$ cat src/rtl/sync_pkg.sv
package sync_pkg;
  typedef enum logic {
    ST_HUNT   = 1'b0,
    ST_LOCKED = 1'b1
  } sync_state_e;
endpackage

$ cat src/rtl/sync_shift.sv
module sync_shift #(
  parameter int SYM_W   = 10,
  parameter int COMMA_W = 7
) (
  input  logic             clk_i,
  input  logic             rst_ni,
  input  logic             flush_i,
  input  logic             take_i,
  input  logic             bit_i,
  output logic [SYM_W-1:0] win_o,
  output logic             full_o
);
  localparam int FW = $clog2(COMMA_W + 1);

  logic [SYM_W-1:0] sr_q;
  logic [FW-1:0]    fill_q;

  // newest bit at the top, oldest falls out of bit 0
  assign win_o  = {bit_i, sr_q[SYM_W-1:1]};
  assign full_o = (fill_q >= FW'(COMMA_W - 1));

  always_ff @(posedge clk_i or negedge rst_ni) begin
    if (!rst_ni) begin
      sr_q   <= '0;
      fill_q <= '0;
    end else if (flush_i) begin
      sr_q   <= '0;
      fill_q <= '0;
    end else if (take_i) begin
      sr_q <= win_o;
      if (fill_q != FW'(COMMA_W)) fill_q <= fill_q + FW'(1);
    end
  end
endmodule

$ cat src/rtl/sync_comma_det.sv
module sync_comma_det #(
  parameter int               SYM_W     = 10,
  parameter int               COMMA_W   = 7,
  parameter logic [COMMA_W-1:0] COMMA_PAT = 7'b1111100
) (
  input  logic             take_i,
  input  logic             full_i,
  input  logic [SYM_W-1:0] win_i,
  output logic             hit_o
);
  logic [COMMA_W-1:0] tail;
  logic [1:0]         match;

  assign tail = win_i[SYM_W-1 -: COMMA_W];

  // polarity 0: pattern as given, polarity 1: complement
  for (genvar p = 0; p < 2; p++) begin : g_pol
    localparam logic [COMMA_W-1:0] PAT = (p == 0) ? COMMA_PAT : ~COMMA_PAT;
    assign match[p] = (tail == PAT);
  end

  assign hit_o = take_i & full_i & (|match);
endmodule

$ cat src/rtl/sync_fsm.sv
module sync_fsm
  import sync_pkg::*;
#(
  parameter int SYM_W     = 10,
  parameter int COMMA_W   = 7,
  parameter int ERR_LIMIT = 4
) (
  input  logic             clk_i,
  input  logic             rst_ni,
  input  logic             flush_i,
  input  logic             take_i,
  input  logic             hit_i,
  input  logic [SYM_W-1:0] win_i,
  output sync_state_e      state_o,
  output logic             comma_o,
  output logic             align_err_o,
  output logic             sym_vld_o,
  output logic [SYM_W-1:0] sym_o
);
  localparam int CW = $clog2(SYM_W);
  localparam int RW = (ERR_LIMIT > 1) ? $clog2(ERR_LIMIT) : 1;

  sync_state_e      state_q, state_d;
  logic [CW-1:0]    cnt_q, cnt_d;
  logic [RW-1:0]    run_q, run_d;
  logic             bad_q, bad_d;
  logic             comma_d, aerr_d, vld_d;
  logic [SYM_W-1:0] sym_d;
  logic             mis, last, bad_sym;

  assign mis     = hit_i && (cnt_q != CW'(COMMA_W - 1));
  assign last    = (cnt_q == CW'(SYM_W - 1));
  assign bad_sym = bad_q | mis;

  always_comb begin
    state_d = state_q;
    cnt_d   = cnt_q;
    run_d   = run_q;
    bad_d   = bad_q;
    comma_d = 1'b0;
    aerr_d  = 1'b0;
    vld_d   = 1'b0;
    sym_d   = sym_o;
    if (flush_i) begin
      state_d = ST_HUNT;
      cnt_d   = '0;
      run_d   = '0;
      bad_d   = 1'b0;
    end else if (take_i) begin
      comma_d = hit_i;
      if (state_q == ST_HUNT) begin
        if (hit_i) begin
          state_d = ST_LOCKED;
          cnt_d   = CW'(COMMA_W);
          run_d   = '0;
          bad_d   = 1'b0;
        end
      end else begin
        aerr_d = mis;
        if (last) begin
          cnt_d = '0;
          vld_d = 1'b1;
          sym_d = win_i;
          bad_d = 1'b0;
          if (bad_sym) begin
            if (run_q == RW'(ERR_LIMIT - 1)) begin
              state_d = ST_HUNT;
              run_d   = '0;
            end else begin
              run_d = run_q + RW'(1);
            end
          end else begin
            run_d = '0;
          end
        end else begin
          cnt_d = cnt_q + CW'(1);
          bad_d = bad_sym;
        end
      end
    end
  end

  always_ff @(posedge clk_i or negedge rst_ni) begin
    if (!rst_ni) begin
      state_q     <= ST_HUNT;
      cnt_q       <= '0;
      run_q       <= '0;
      bad_q       <= 1'b0;
      comma_o     <= 1'b0;
      align_err_o <= 1'b0;
      sym_vld_o   <= 1'b0;
      sym_o       <= '0;
    end else begin
      state_q     <= state_d;
      cnt_q       <= cnt_d;
      run_q       <= run_d;
      bad_q       <= bad_d;
      comma_o     <= comma_d;
      align_err_o <= aerr_d;
      sym_vld_o   <= vld_d;
      sym_o       <= sym_d;
    end
  end

  assign state_o = state_q;
endmodule

$ cat src/rtl/comma_sync.sv
module comma_sync
  import sync_pkg::*;
#(
  parameter int                 SYM_W     = 10,
  parameter int                 COMMA_W   = 7,
  parameter int                 ERR_LIMIT = 4,
  parameter logic [COMMA_W-1:0] COMMA_PAT = 7'b1111100
) (
  input  logic             clk_i,
  input  logic             rst_ni,
  input  logic             bit_i,
  input  logic             bit_vld_i,
  input  logic             rec_err_i,
  output logic             comma_o,
  output logic             locked_o,
  output logic             align_err_o,
  output logic             sym_vld_o,
  output logic [SYM_W-1:0] sym_o
);
  logic             take;
  logic [SYM_W-1:0] win;
  logic             full, hit;
  sync_state_e      state;

  assign take = bit_vld_i & ~rec_err_i;

  sync_shift #(.SYM_W(SYM_W), .COMMA_W(COMMA_W)) i_shift (
    .clk_i  (clk_i),
    .rst_ni (rst_ni),
    .flush_i(rec_err_i),
    .take_i (take),
    .bit_i  (bit_i),
    .win_o  (win),
    .full_o (full)
  );

  sync_comma_det #(.SYM_W(SYM_W), .COMMA_W(COMMA_W), .COMMA_PAT(COMMA_PAT)) i_det (
    .take_i(take),
    .full_i(full),
    .win_i (win),
    .hit_o (hit)
  );

  sync_fsm #(.SYM_W(SYM_W), .COMMA_W(COMMA_W), .ERR_LIMIT(ERR_LIMIT)) i_fsm (
    .clk_i      (clk_i),
    .rst_ni     (rst_ni),
    .flush_i    (rec_err_i),
    .take_i     (take),
    .hit_i      (hit),
    .win_i      (win),
    .state_o    (state),
    .comma_o    (comma_o),
    .align_err_o(align_err_o),
    .sym_vld_o  (sym_vld_o),
    .sym_o      (sym_o)
  );

  assign locked_o = (state == ST_LOCKED);
endmodule

$ cat config.mk
export PLATFORM = sky130hd
export DESIGN_NAME = comma_sync
export DESIGN_NICKNAME = d
export VERILOG_FILES = /design/src/rtl/sync_pkg.sv /design/src/rtl/sync_shift.sv /design/src/rtl/sync_comma_det.sv /design/src/rtl/sync_fsm.sv /design/src/rtl/comma_sync.sv
export SDC_FILE = /design/constraint.sdc
export NUM_CORES = 1
export LEC_CHECK = 0
export BUFFER_PORTS_ARGS = -buffer_cell sky130_fd_sc_hd__buf_2
export CORE_UTILIZATION = 35
export DETAILED_ROUTE_END_ITERATION = 7
export SYNTH_ARGS = -nofsm -noshare
export SYNTH_HDL_FRONTEND = slang
export SYNTH_HIERARCHICAL = 1
export SYNTH_SLANG_ARGS = --single-unit
$ cat constraint.sdc
create_clock -name clk_i -period 3.3 [get_ports clk_i]
set_input_delay 0 -clock clk_i [delete_from_list [all_inputs] [get_ports clk_i]]
set_output_delay 0 -clock clk_i [all_outputs]
set_load 0.1 [all_outputs]
==> flow_metrics.py, run 1 <==
metrics = {
    "grt": {
        "overflow": 0,
        "grt_max_degree": 34,
        "grt_pass1_vias": 1089,
        "track_usage_pct": 12.8,
        "grt_first_pass_wirelength_mm": 4.93,
        "antenna_found_initial": 0,
    },
    "clocking": {
        "hold_buffers": 2,
        "postCtsSetupBuffers": 0,
        "cts_root_buf": "clkbuf_8",
        "clock_latency_ns": 0.28,
        "max-clock-path-buffers": 2,
        "post_cts_resized": 0,
        "cts_tree": "done",
        "cts.htree.levels": 2,
        "clk_pin_slew_ns": 0.06,
        "numClockSinks": 33,
        "cts_buffers": 5,
    },
    "min_path": {
        "hold_class": "input port to flop",
        "worst_hold_path.endpoint": "i_shift/sr_q[2]",
        "hold_start": "rec_err_i",
        "hold_depth": 2,
    },
    "synthesis": {
        "synth-seq-area-share_pct": 50.5,
        "ys_warn_count": 6,
        "syn_area_per_cell_um2": 12.1,
        "yosysTopAreaCellShare_pct": 50.5,
        "synthTopCellsByCount": "dfrtp_1 (33), nor2_1 (17), mux2_4 (11), mux2i_1 (10), nand2_1 (8)",
        "yosysUniqueCellTypes": 39,
        "synth_cells": 135,
        "synth_largest_area_cell": "dfrtp_1",
        "synth_area_leaders": "dfrtp_1 (51%), mux2_4 (10%), mux2i_1 (6.1%)",
        "synth_area_um2": 1630,
        "synth_edf_count": 0,
        "ys_ff_latch": 33,
        "synth-main-ff-cell": "dfrtp_1",
        "syn_nets": 144,
        "async_reset_ff_share_pct": 100,
        "synth.most_common_cell": "dfrtp_1",
    },
    "worst_setup_path": {
        "cp-end-kind": "flop",
        "path_max_fanout": 6,
        "crit_family": "compound AO/OA/AOI/OAI gates",
        "r2r-start": "i_shift/sr_q[6]",
        "cpPeakStageDelay_ns": 0.47,
        "reg2reg_to": "i_fsm/run_q[0]",
        "crit_chain": "nand3_1, or4_1, a21oi_1, o21a_1, o22ai_1, nand2_1, o31ai_1",
        "reg2regPathDepth": 7,
        "cp.required_ns": 3.47,
        "regToRegSetupSlack_ns": 1.33,
        "arrival_ns": 2.14,
        "crit_type": "flop to flop",
        "crit_path_start_kind": "flop",
        "crit_buf_inv": 0,
        "setup.worst_path.start": "i_shift/sr_q[6]",
        "critPathSlowestCell": "or4_1",
    },
    "power": {
        "power_density_nw_per_um2": 445,
        "ir_drop_mv": 0.164,
        "p_leak_nw": 0.899,
        "p_total_uw": 833,
    },
    "route": {
        "drt-pass1-iter-count": 3,
        "drt-initial-drc-count": 60,
        "dr.max_layer_used": "met4",
        "wl_mm": 2.77,
        "drtAntennaViolNets": 0,
        "wl_met1_mm": 1.30,
        "viasPerCell": 5.09,
        "vias": 1064,
        "wire_per_inst_um": 13.3,
        "met2WireLength_mm": 1.30,
        "drcViolationCount": 0,
        "wl_met3_um": 109,
    },
    "floorplanning": {
        "io_pins": 19,
        "dieArea_um2": 4950,
        "rows": 24,
        "initial_utilization_pct": 37.0,
        "die_x_um": 70.3,
        "die_h_um": 70.3,
        "core_area_um2": 4410,
    },
    "timing": {
        "max_slew_margin_pct": 52.4,
        "period_minus_slack_ns": 1.97,
        "rsz0062_at_grt": "false",
        "finalSetupTns_ns": 0,
        "fmax_mhz": 508,
        "worst_pin_slew_ns": 0.714,
        "finalHoldViolations": 0,
        "setup_viol": 0,
        "drv_slew": 0,
        "fin_ws_ns": 1.33,
        "fin_skew_ns": 0.00258,
        "fin_crit_sh_pct": 59.6,
    },
    "placed_design": {
        "placed_area_um2": 1730,
        "portBuffers": 18,
        "place.gp.congestion": 0.756,
        "hpwlAfterDp_mm": 1.88,
        "place_ws_ns": 1.34,
    },
    "job": {
        "drv_cap": 0,
    },
    "outcome": {
        "status": "finished, final reports clean",
    },
    "final_layout": {
        "fin_nets": 165,
        "n_antenna_cell": 0,
        "syn2layout_area_growth_pct": 14.5,
        "final_cell_area_um2": 1870,
        "utilization_pct": 42.4,
        "drive_above_1_share_pct": 28.7,
    },
}
-- flip-flops by register name (all words and copies together) (netlist names) --
name	flops
i_fsm/align_err_o	1
i_fsm/bad_q	1
i_fsm/cnt_q	4
i_fsm/comma_o	1
i_fsm/run_q	2
i_fsm/state_o	1
i_fsm/sym_o	10
i_fsm/sym_vld_o	1
i_shift/fill_q	3
i_shift/sr_q	9
-- report_power, final --
group / internal [mW] / switching, mW / leakage, nW
Clock: 0.246 / 0.141 / 0.0585
Sequential: 0.407 / 0.00275 / 0.460
Combinational: 0.0136 / 0.0224 / 0.381
-- metrics by stage --
step           instances  hold WS [ns]
5_1_grt              209         0.168
2_1_floorplan        135        -0.296
3_5_place_dp         199         0.107
3_3_place_gp         199        0.0897
4_1_cts              209         0.137
6_report             209         0.148
-- worst max path at each step --
stage,endpoint,slack (ns),depth (start not counted)
final,i_fsm/run_q[0],1.33,7
after global routing,i_fsm/cnt_q[1],1.17,7
after CTS,i_fsm/run_q[1],1.32,7
after detailed placement,i_fsm/cnt_q[3],1.34,7
after global placement,i_fsm/cnt_q[3],1.39,7
after floorplan,i_fsm/sym_o[0],1.16,5
-- cell usage in the layout, fill, tap and decap left out, drive strengths merged --
cell and instances:
a22oi 1, nor4 1, mux2 12, bufinv 1, nand2b 3, a31o 1
dfrtp 33, nor2b 4, a22o 1, nand4b 1, o21a 4, clkbuf 7
ha 4, inv 3, o31ai 3, or4 1, o21ai 4, and3 1
o22ai 1, nor2 17, nand3 2, mux2i 10, a211oi 1, nand4bb 1
nand2 8, and4bb 2, a21oi 2, nor3 2, buf 18, nand4 1
and2b 4, dlygate4sd3 2, a311oi 1
-- final cells by class --
cell class	count	area [um^2]
Multi-Input combinational cell	93	742
Fill cell	417	2540
Timing Repair Buffer	20	110
Sequential cell	33	826
Inverter	3	11.3
Clock inverter	1	30.0
Tap cell	52	65.1
Clock buffer	7	86.3
-- worst register-to-register path: cells and delay by family, from the launching register on --
family	cells	cell delay, ns
AND/OR/NAND/NOR	3	0.67
flip-flops	1	0.41
AO/OA/AOI/OAI	4	0.78
-- per-layer routing --
metal	track usage [%]	up-vias
met5	0	-
met4	6.67	0
met3	3.75	8
met2	20.3	16
met1	15.7	525
li1	-	515
-- cells by family (layout without fill, tap and decap cells) --
kind of cell	after synthesis	after routing	synth area share, %
multiplexers	22	22	16.9
AND/OR/NAND/NOR	48	48	17.5
adder cells (fa/ha/maj)	4	4	3.06
flip-flops	33	33	50.5
AO/OA/AOI/OAI	19	19	7.96
buffers and inverters	9	31	4.06
(Power assumes the default switching activity.)
==> inputs of run 2 (changes only) <==
==> constraint.sdc (replaced) <==
create_clock -name clk_i -period 1.6 [get_ports clk_i]
set_input_delay 0 -clock clk_i [delete_from_list [all_inputs] [get_ports clk_i]]
set_output_delay 0 -clock clk_i [all_outputs]
set_load 0.1 [all_outputs]
==> run 2 against run 1 <==
- the flow now finishes with violations (setup timing)
- highest routed layer unchanged
- combinational power rose to 2.6 times the previous value
- sequential share of layout area down 3.8 points
- clock skew up 0.0038 ns
- maximum frequency up 16%
- register-to-register slack worse by 1.4 ns
- largest power group unchanged
- non-clock buffer count up 18
- clock-buffer cell count unchanged
- sequential cell count unchanged
- first-iteration DRC count down 45%
- core utilization up 4.2 points
==> flow_metrics.py, run 2 (same netlist as run 1, synthesis figures left out) <==
metrics = {
    "clocking": {
        "max-clock-path-buffers": 2,
        "cts_root_buf": "clkbuf_8",
        "numClockSinks": 33,
        "clock_latency_ns": 0.29,
        "cts_buffers": 5,
        "cts_tree": "done",
        "postCtsSetupBuffers": 0,
        "clk_pin_slew_ns": 0.07,
        "cts.htree.levels": 2,
    },
    "power": {
        "p_leak_nw": 1.00,
        "ir_drop_mv": 0.311,
        "power_density_nw_per_um2": 791,
    },
    "worst_setup_path": {
        "crit_path_start_kind": "flop",
        "regToRegSetupSlack_ns": -0.09,
        "cp-end-kind": "flop",
        "reg2regPathDepth": 5,
        "r2r-start": "i_shift/sr_q[4]",
        "cp.required_ns": 1.78,
        "path_max_fanout": 6,
        "reg2reg_to": "i_fsm/cnt_q[3]",
        "arrival_ns": 1.87,
        "crit_type": "flop to flop",
    },
    "job": {
        "drv_cap": 0,
    },
    "route": {
        "viasPerCell": 5.00,
        "drt-initial-drc-count": 33,
        "drtAntennaViolNets": 0,
        "drcViolationCount": 0,
        "drt-pass1-iter-count": 4,
        "wire_per_inst_um": 14.1,
        "wl_mm": 3.19,
        "vias": 1134,
    },
    "placed_design": {
        "place_ws_ns": -0.198,
        "hpwlAfterDp_mm": 2.15,
        "portBuffers": 18,
        "place.gp.congestion": 0.798,
        "placed_area_um2": 1880,
    },
    "grt": {
        "overflow": 0,
        "grt_max_degree": 24,
        "grt_pass1_vias": 1189,
        "antenna_found_initial": 0,
        "grt_first_pass_wirelength_mm": 5.48,
        "track_usage_pct": 14.5,
    },
    "floorplanning": {
        "die_x_um": 70.3,
        "dieArea_um2": 4950,
        "rows": 24,
        "io_pins": 19,
        "core_area_um2": 4410,
        "die_h_um": 70.3,
        "initial_utilization_pct": 37.0,
    },
    "timing": {
        "drv_slew": 0,
        "whs_ns": 0.0703,
        "finalHoldViolations": 0,
        "worst_pin_slew_ns": 0.516,
        "fin_skew_ns": 0.00641,
        "finalSetupTns_ns": -0.401,
        "fmax_mhz": 592,
        "period_minus_slack_ns": 1.69,
        "rsz0062_at_grt": "true",
        "fin_ws_ns": -0.0893,
        "fin_crit_sh_pct": 106,
        "max_slew_margin_pct": 65.6,
        "setup_viol": 8,
    },
    "min_path": {
        "hold_depth": 4,
        "worst_hold_path.endpoint": "i_fsm/run_q[0]",
        "hold_class": "input port to flop",
        "hold_start": "rec_err_i",
    },
    "final_layout": {
        "largest_registers": "i_fsm/sym_o: 10 flops, i_shift/sr_q: 9 flops, i_fsm/cnt_q: 4 flops",
        "drive_above_1_share_pct": 44.0,
        "n_antenna_cell": 0,
        "largest_reg_flops": 10,
        "multi_input_area_um2": 806,
        "largest_register": "i_fsm/sym_o",
        "fillers": 408,
        "ff_latch_area_um2": 830,
        "final_common_cell": "dfrtp_1",
        "final_cell_area_um2": 2060,
        "utilization_pct": 46.6,
        "final_cell_mix": "dfrtp_1 (32), buf_4 (19), buf_2 (18), nor2_1 (17), mux2_4 (11)",
        "syn2layout_area_growth_pct": 25.8,
        "fin_nets": 183,
    },
    "outcome": {
        "status": "complete, but fails checks",
        "violations": "setup timing",
    },
}
## run 2: worst max-delay path by stage
stage                          from              to  slack [ns]  depth (start not counted)
CTS                 i_shift/sr_q[4]  i_fsm/run_q[0]       -0.09                          5
finish              i_shift/sr_q[4]  i_fsm/cnt_q[3]       -0.09                          5
global route        i_shift/sr_q[4]  i_fsm/cnt_q[0]       -0.17                          5
floorplan             i_fsm/state_o  i_fsm/sym_o[0]       -0.11                          5
global placement    i_shift/sr_q[4]  i_fsm/run_q[1]       -0.15                          6
detailed placement  i_shift/sr_q[4]  i_fsm/run_q[1]       -0.20                          6
## run 2: report_power, final
group          leakage [nW]  switching (mW)  internal (mW)
Combinational         0.491          0.0534         0.0401
Sequential            0.458         0.00248          0.839
Clock                0.0542           0.303          0.389
## run 2: area by class of cell
type                    count  share of cell area, %
clock buffers               7                   4.69
clock inverters             1                  0.243
inverters                   3                  0.548
multi-input cells          93                   39.2
flip-flops and latches     33                   40.4
well taps                  52                   3.16
repair buffers             38                   11.8
## run 2: critical path: stages (launching register included)
cell and delay [ns]:
dfrtp_1 0.38, or4_4 0.55, a21oi_4 0.19, o21a_4 0.18
nor2_1 0.07, a22o_1 0.22
## run 2: per-layer routing
| metal | share of wire (%) | global-route usage [%] | up-vias | wire length [um] |
|---|---|---|---|---|
| li1 | - | - | 552 | - |
| met3 | 4.1 | 4.47 | 8 | 130 |
| met1 | 48 | 18.4 | 552 | 1520 |
| met2 | 46 | 22.2 | 22 | 1480 |
| met5 | 0 | 0 | - | 0 |
| met4 | 1.9 | 7.11 | 0 | 62 |
## run 2: through the flow
stage	instances	power, mW
2_1_floorplan	135	0.905
3_3_place_gp	218	0.946
3_5_place_dp	218	0.949
4_1_cts	227	1.66
5_1_grt	227	1.70
6_report	227	1.63
## run 2: what timing repair did
item	CTS	global route
hold buffers	1	0
endpoints found under the hold margin	21	0
endpoints found under the setup margin	9	11
resized for setup	9	3
pin swaps	5	4
==> inputs of run 3 (changes only) <==
--- a/config.mk
+++ b/config.mk
@@ -5,6 +5,7 @@
 export SDC_FILE = /design/constraint.sdc
 export NUM_CORES = 1
 export LEC_CHECK = 0
+export ABC_AREA = 1
 export BUFFER_PORTS_ARGS = -buffer_cell sky130_fd_sc_hd__buf_2
 export CORE_UTILIZATION = 35
 export DETAILED_ROUTE_END_ITERATION = 7
==> run 3 against run 2 <==
- the run now ends clean
- sequential share of layout area grew 1.4 points
- global-route usage grew 0.19 points
- core utilization shrank 1.3 points
- register-to-register slack gained 0.14 ns
- first-iteration DRC count grew 64%
- worst setup slack gained 0.14 ns
- die area shrank 1.0%
- largest power group is now the clock network
- highest routed layer unchanged
==> flow_metrics.py, run 3 <==
metrics = {
    "floorplanning": {
        "die_h_um": 70.0,
        "io_pins": 19,
        "core_area_um2": 4380,
        "rows": 24,
        "initial_utilization_pct": 36.9,
        "dieArea_um2": 4890,
        "die_x_um": 70.0,
    },
    "timing": {
        "finalHoldViolations": 0,
        "period_minus_slack_ns": 1.55,
        "fin_skew_ns": 0.00470,
        "rsz0062_at_grt": "true",
        "fin_crit_sh_pct": 97.1,
        "setup_viol": 0,
        "fmax_mhz": 644,
        "max_slew_margin_pct": 67.7,
        "finalSetupTns_ns": 0,
        "drv_slew": 0,
        "worst_pin_slew_ns": 0.488,
    },
    "min_path": {
        "worst_hold_path.endpoint": "i_shift/sr_q[3]",
        "hold_start": "rec_err_i",
        "hold_class": "input port to flop",
        "hold_depth": 2,
    },
    "grt": {
        "grt_pass1_vias": 1262,
        "grt_max_degree": 34,
        "antenna_found_initial": 0,
        "grt_first_pass_wirelength_mm": 5.58,
        "track_usage_pct": 14.7,
        "overflow": 0,
    },
    "final_layout": {
        "largest_registers": "i_fsm/sym_o: 10 flops, i_shift/sr_q: 9 flops, i_fsm/cnt_q: 4 flops",
        "fin_cells": 291,
        "largest_reg_flops": 10,
        "syn2layout_area_growth_pct": 22.7,
        "fillers": 471,
        "n_antenna_cell": 0,
        "ff_latch_area_um2": 827,
        "final_cell_mix": "nand2_1 (75), dfrtp_1 (32), inv_1 (21), nor2_1 (21), buf_2 (18)",
        "multi_input_area_um2": 689,
        "final_cell_area_um2": 1980,
        "drive_above_1_share_pct": 21.8,
        "utilization_pct": 45.2,
        "largest_register": "i_fsm/sym_o",
        "fin_nets": 247,
        "final_common_cell": "nand2_1",
    },
    "worst_setup_path": {
        "cp-end-kind": "flop",
        "reg2regPathDepth": 9,
        "critPathSlowestCell": "dfrtp_1",
        "arrival_ns": 1.72,
        "r2r-start": "i_shift/fill_q[0]",
        "cpPeakStageDelay_ns": 0.35,
        "cp.required_ns": 1.77,
        "crit_path_start_kind": "flop",
        "regToRegSetupSlack_ns": 0.05,
        "crit_buf_inv": 1,
        "path_max_fanout": 4,
        "crit_family": "compound AO/OA/AOI/OAI gates",
        "crit_type": "flop to flop",
        "crit_chain": "inv_1, ha_1, o21a_1, nand2_2, a21oi_4, o21ai_4, nand2_2, nand3_2, o21ai_0",
        "critPathMostFrequentCell": "nand2_2",
        "reg2reg_to": "i_fsm/run_q[0]",
    },
    "synthesis": {
        "yosysTopAreaCellShare_pct": 51.1,
        "ys_ff_latch": 33,
        "synth.most_common_cell": "nand2_1",
        "synthTopCellsByCount": "nand2_1 (77), dfrtp_1 (33), nor2_1 (22), inv_1 (21), o21ai_0 (10)",
        "synth_largest_area_cell": "dfrtp_1",
        "synth_area_um2": 1620,
        "synth_area_leaders": "dfrtp_1 (51%), nand2_1 (18%), nor2_1 (5.1%)",
        "ys_warn_count": 6,
        "syn_nets": 217,
        "synth-main-ff-cell": "dfrtp_1",
        "yosysUniqueCellTypes": 22,
        "syn_area_per_cell_um2": 7.77,
        "synth-seq-area-share_pct": 51.1,
        "synth_edf_count": 0,
        "synth_cells": 208,
        "async_reset_ff_share_pct": 100,
    },
    "clocking": {
        "numClockSinks": 33,
        "cts_tree": "done",
        "clock_latency_ns": 0.29,
        "cts_root_buf": "clkbuf_8",
        "max-clock-path-buffers": 2,
        "clk_pin_slew_ns": 0.07,
        "cts.htree.levels": 2,
        "cts_buffers": 5,
    },
    "placed_design": {
        "placed_cells": 279,
        "hpwlAfterDp_mm": 2.19,
        "portBuffers": 18,
        "placed_area_um2": 1770,
        "place.gp.congestion": 0.792,
    },
    "route": {
        "drt-pass1-iter-count": 4,
        "drtAntennaViolNets": 0,
        "drt-initial-drc-count": 54,
        "viasPerCell": 4.64,
        "vias": 1351,
        "drcViolationCount": 0,
        "wl_mm": 3.29,
        "wire_per_inst_um": 11.3,
    },
    "outcome": {
        "status": "finished, final reports clean",
    },
    "job": {
        "drv_cap": 0,
    },
    "power": {
        "p_leak_nw": 1.04,
        "ir_drop_mv": 0.427,
        "power_density_nw_per_um2": 967,
    },
}
-- run 3: changes by cell type in the layout (fill, tap and decap cells not counted), sizes merged, moves of 4 or more --
cell   previous run  this run
nand2             8        79
inv               3        26
buf              37        25
mux2             12         0
mux2i            10         0
a21oi             2        10
nand3             2        10
nor2             17        24
o21ai             4        11
and2b             4         0
nor2b             4         0
-- run 3: worst max-delay path by stage --
stage,from,endpoint,slack [ns],cells past startpoint
6_report,i_shift/fill_q[0],i_fsm/run_q[0],0.05,9
5_1_grt,i_shift/fill_q[0],i_fsm/run_q[0],-0.05,9
4_1_cts,i_shift/fill_q[0],i_fsm/cnt_q[3],0.06,10
3_5_place_dp,i_shift/fill_q[0],i_fsm/run_q[0],-0.01,10
3_3_place_gp,i_shift/fill_q[0],i_fsm/cnt_q[3],0.06,10
2_1_floorplan,i_shift/fill_q[0],i_fsm/cnt_q[3],0.1,10
-- run 3: routing by layer --
layer  track usage [%]  vias up  routed length [um]
li1                  -      704                   -
met1              19.4      610                1690
met2              22.0       30                1400
met3              4.91        7                 137
met4              6.00        0                  65
met5                 0        -                   0
-- run 3: repair_timing --
action	CTS	global route
gates resized for setup	1	12
hold endpoints to repair	34	0
gates cloned	0	1
setup buffers	0	1
hold buffers	2	0
pin swaps	0	3
setup endpoints to repair	4	8
-- run 3: final cells by class --
type / count / share of cell area [%]
repair buffers: 27 / 8.39
well taps: 52 / 3.28
clock inverters: 3 / 3.28
multi-input cells: 144 / 34.8
flip-flops and latches: 33 / 41.7
inverters: 27 / 5.11
clock buffers: 5 / 3.47
-- run 3: logic make-up after synthesis --
logic type,after synthesis,share of synthesized area (%)
and+or+nand+nor,116,28.9
DFF,33,51.1
buffers and inverters,32,9.29
AOI/OAI and AO/OA,23,7.59
adders and majority gates,4,3.10
-- run 3: report_power, final --
group	leakage, nW	internal (mW)	total [mW]	switching [mW]
combinational	0.516	0.0423	0.117	0.0747
sequential	0.455	0.847	0.857	0.0100
clock	0.0681	0.619	0.944	0.325
total	1.04	1.51	1.92	0.410
-- run 3: through the flow --
stage	setup WS (ns)	hold WS, ns	total power [mW]
floorplan	0.0991	-0.296	0.931
global placement	0.0610	0.0521	0.980
detailed placement	-0.0125	0.0591	0.984
CTS	0.0583	0.0604	1.94
global route	-0.0528	0.0879	1.98
finish	0.0468	0.0815	1.92
-- run 3: worst reg2reg max path: cells and delay by family (launching register included) --
| family | cells | cell delay, ns |
|---|---|---|
| adder cells (fa/ha/maj) | 1 | 0.19 |
| buffers and inverters | 1 | 0.04 |
| flip-flops | 1 | 0.35 |
| AND/OR/NAND/NOR | 3 | 0.30 |
| AO/OA/AOI/OAI | 4 | 0.55 |
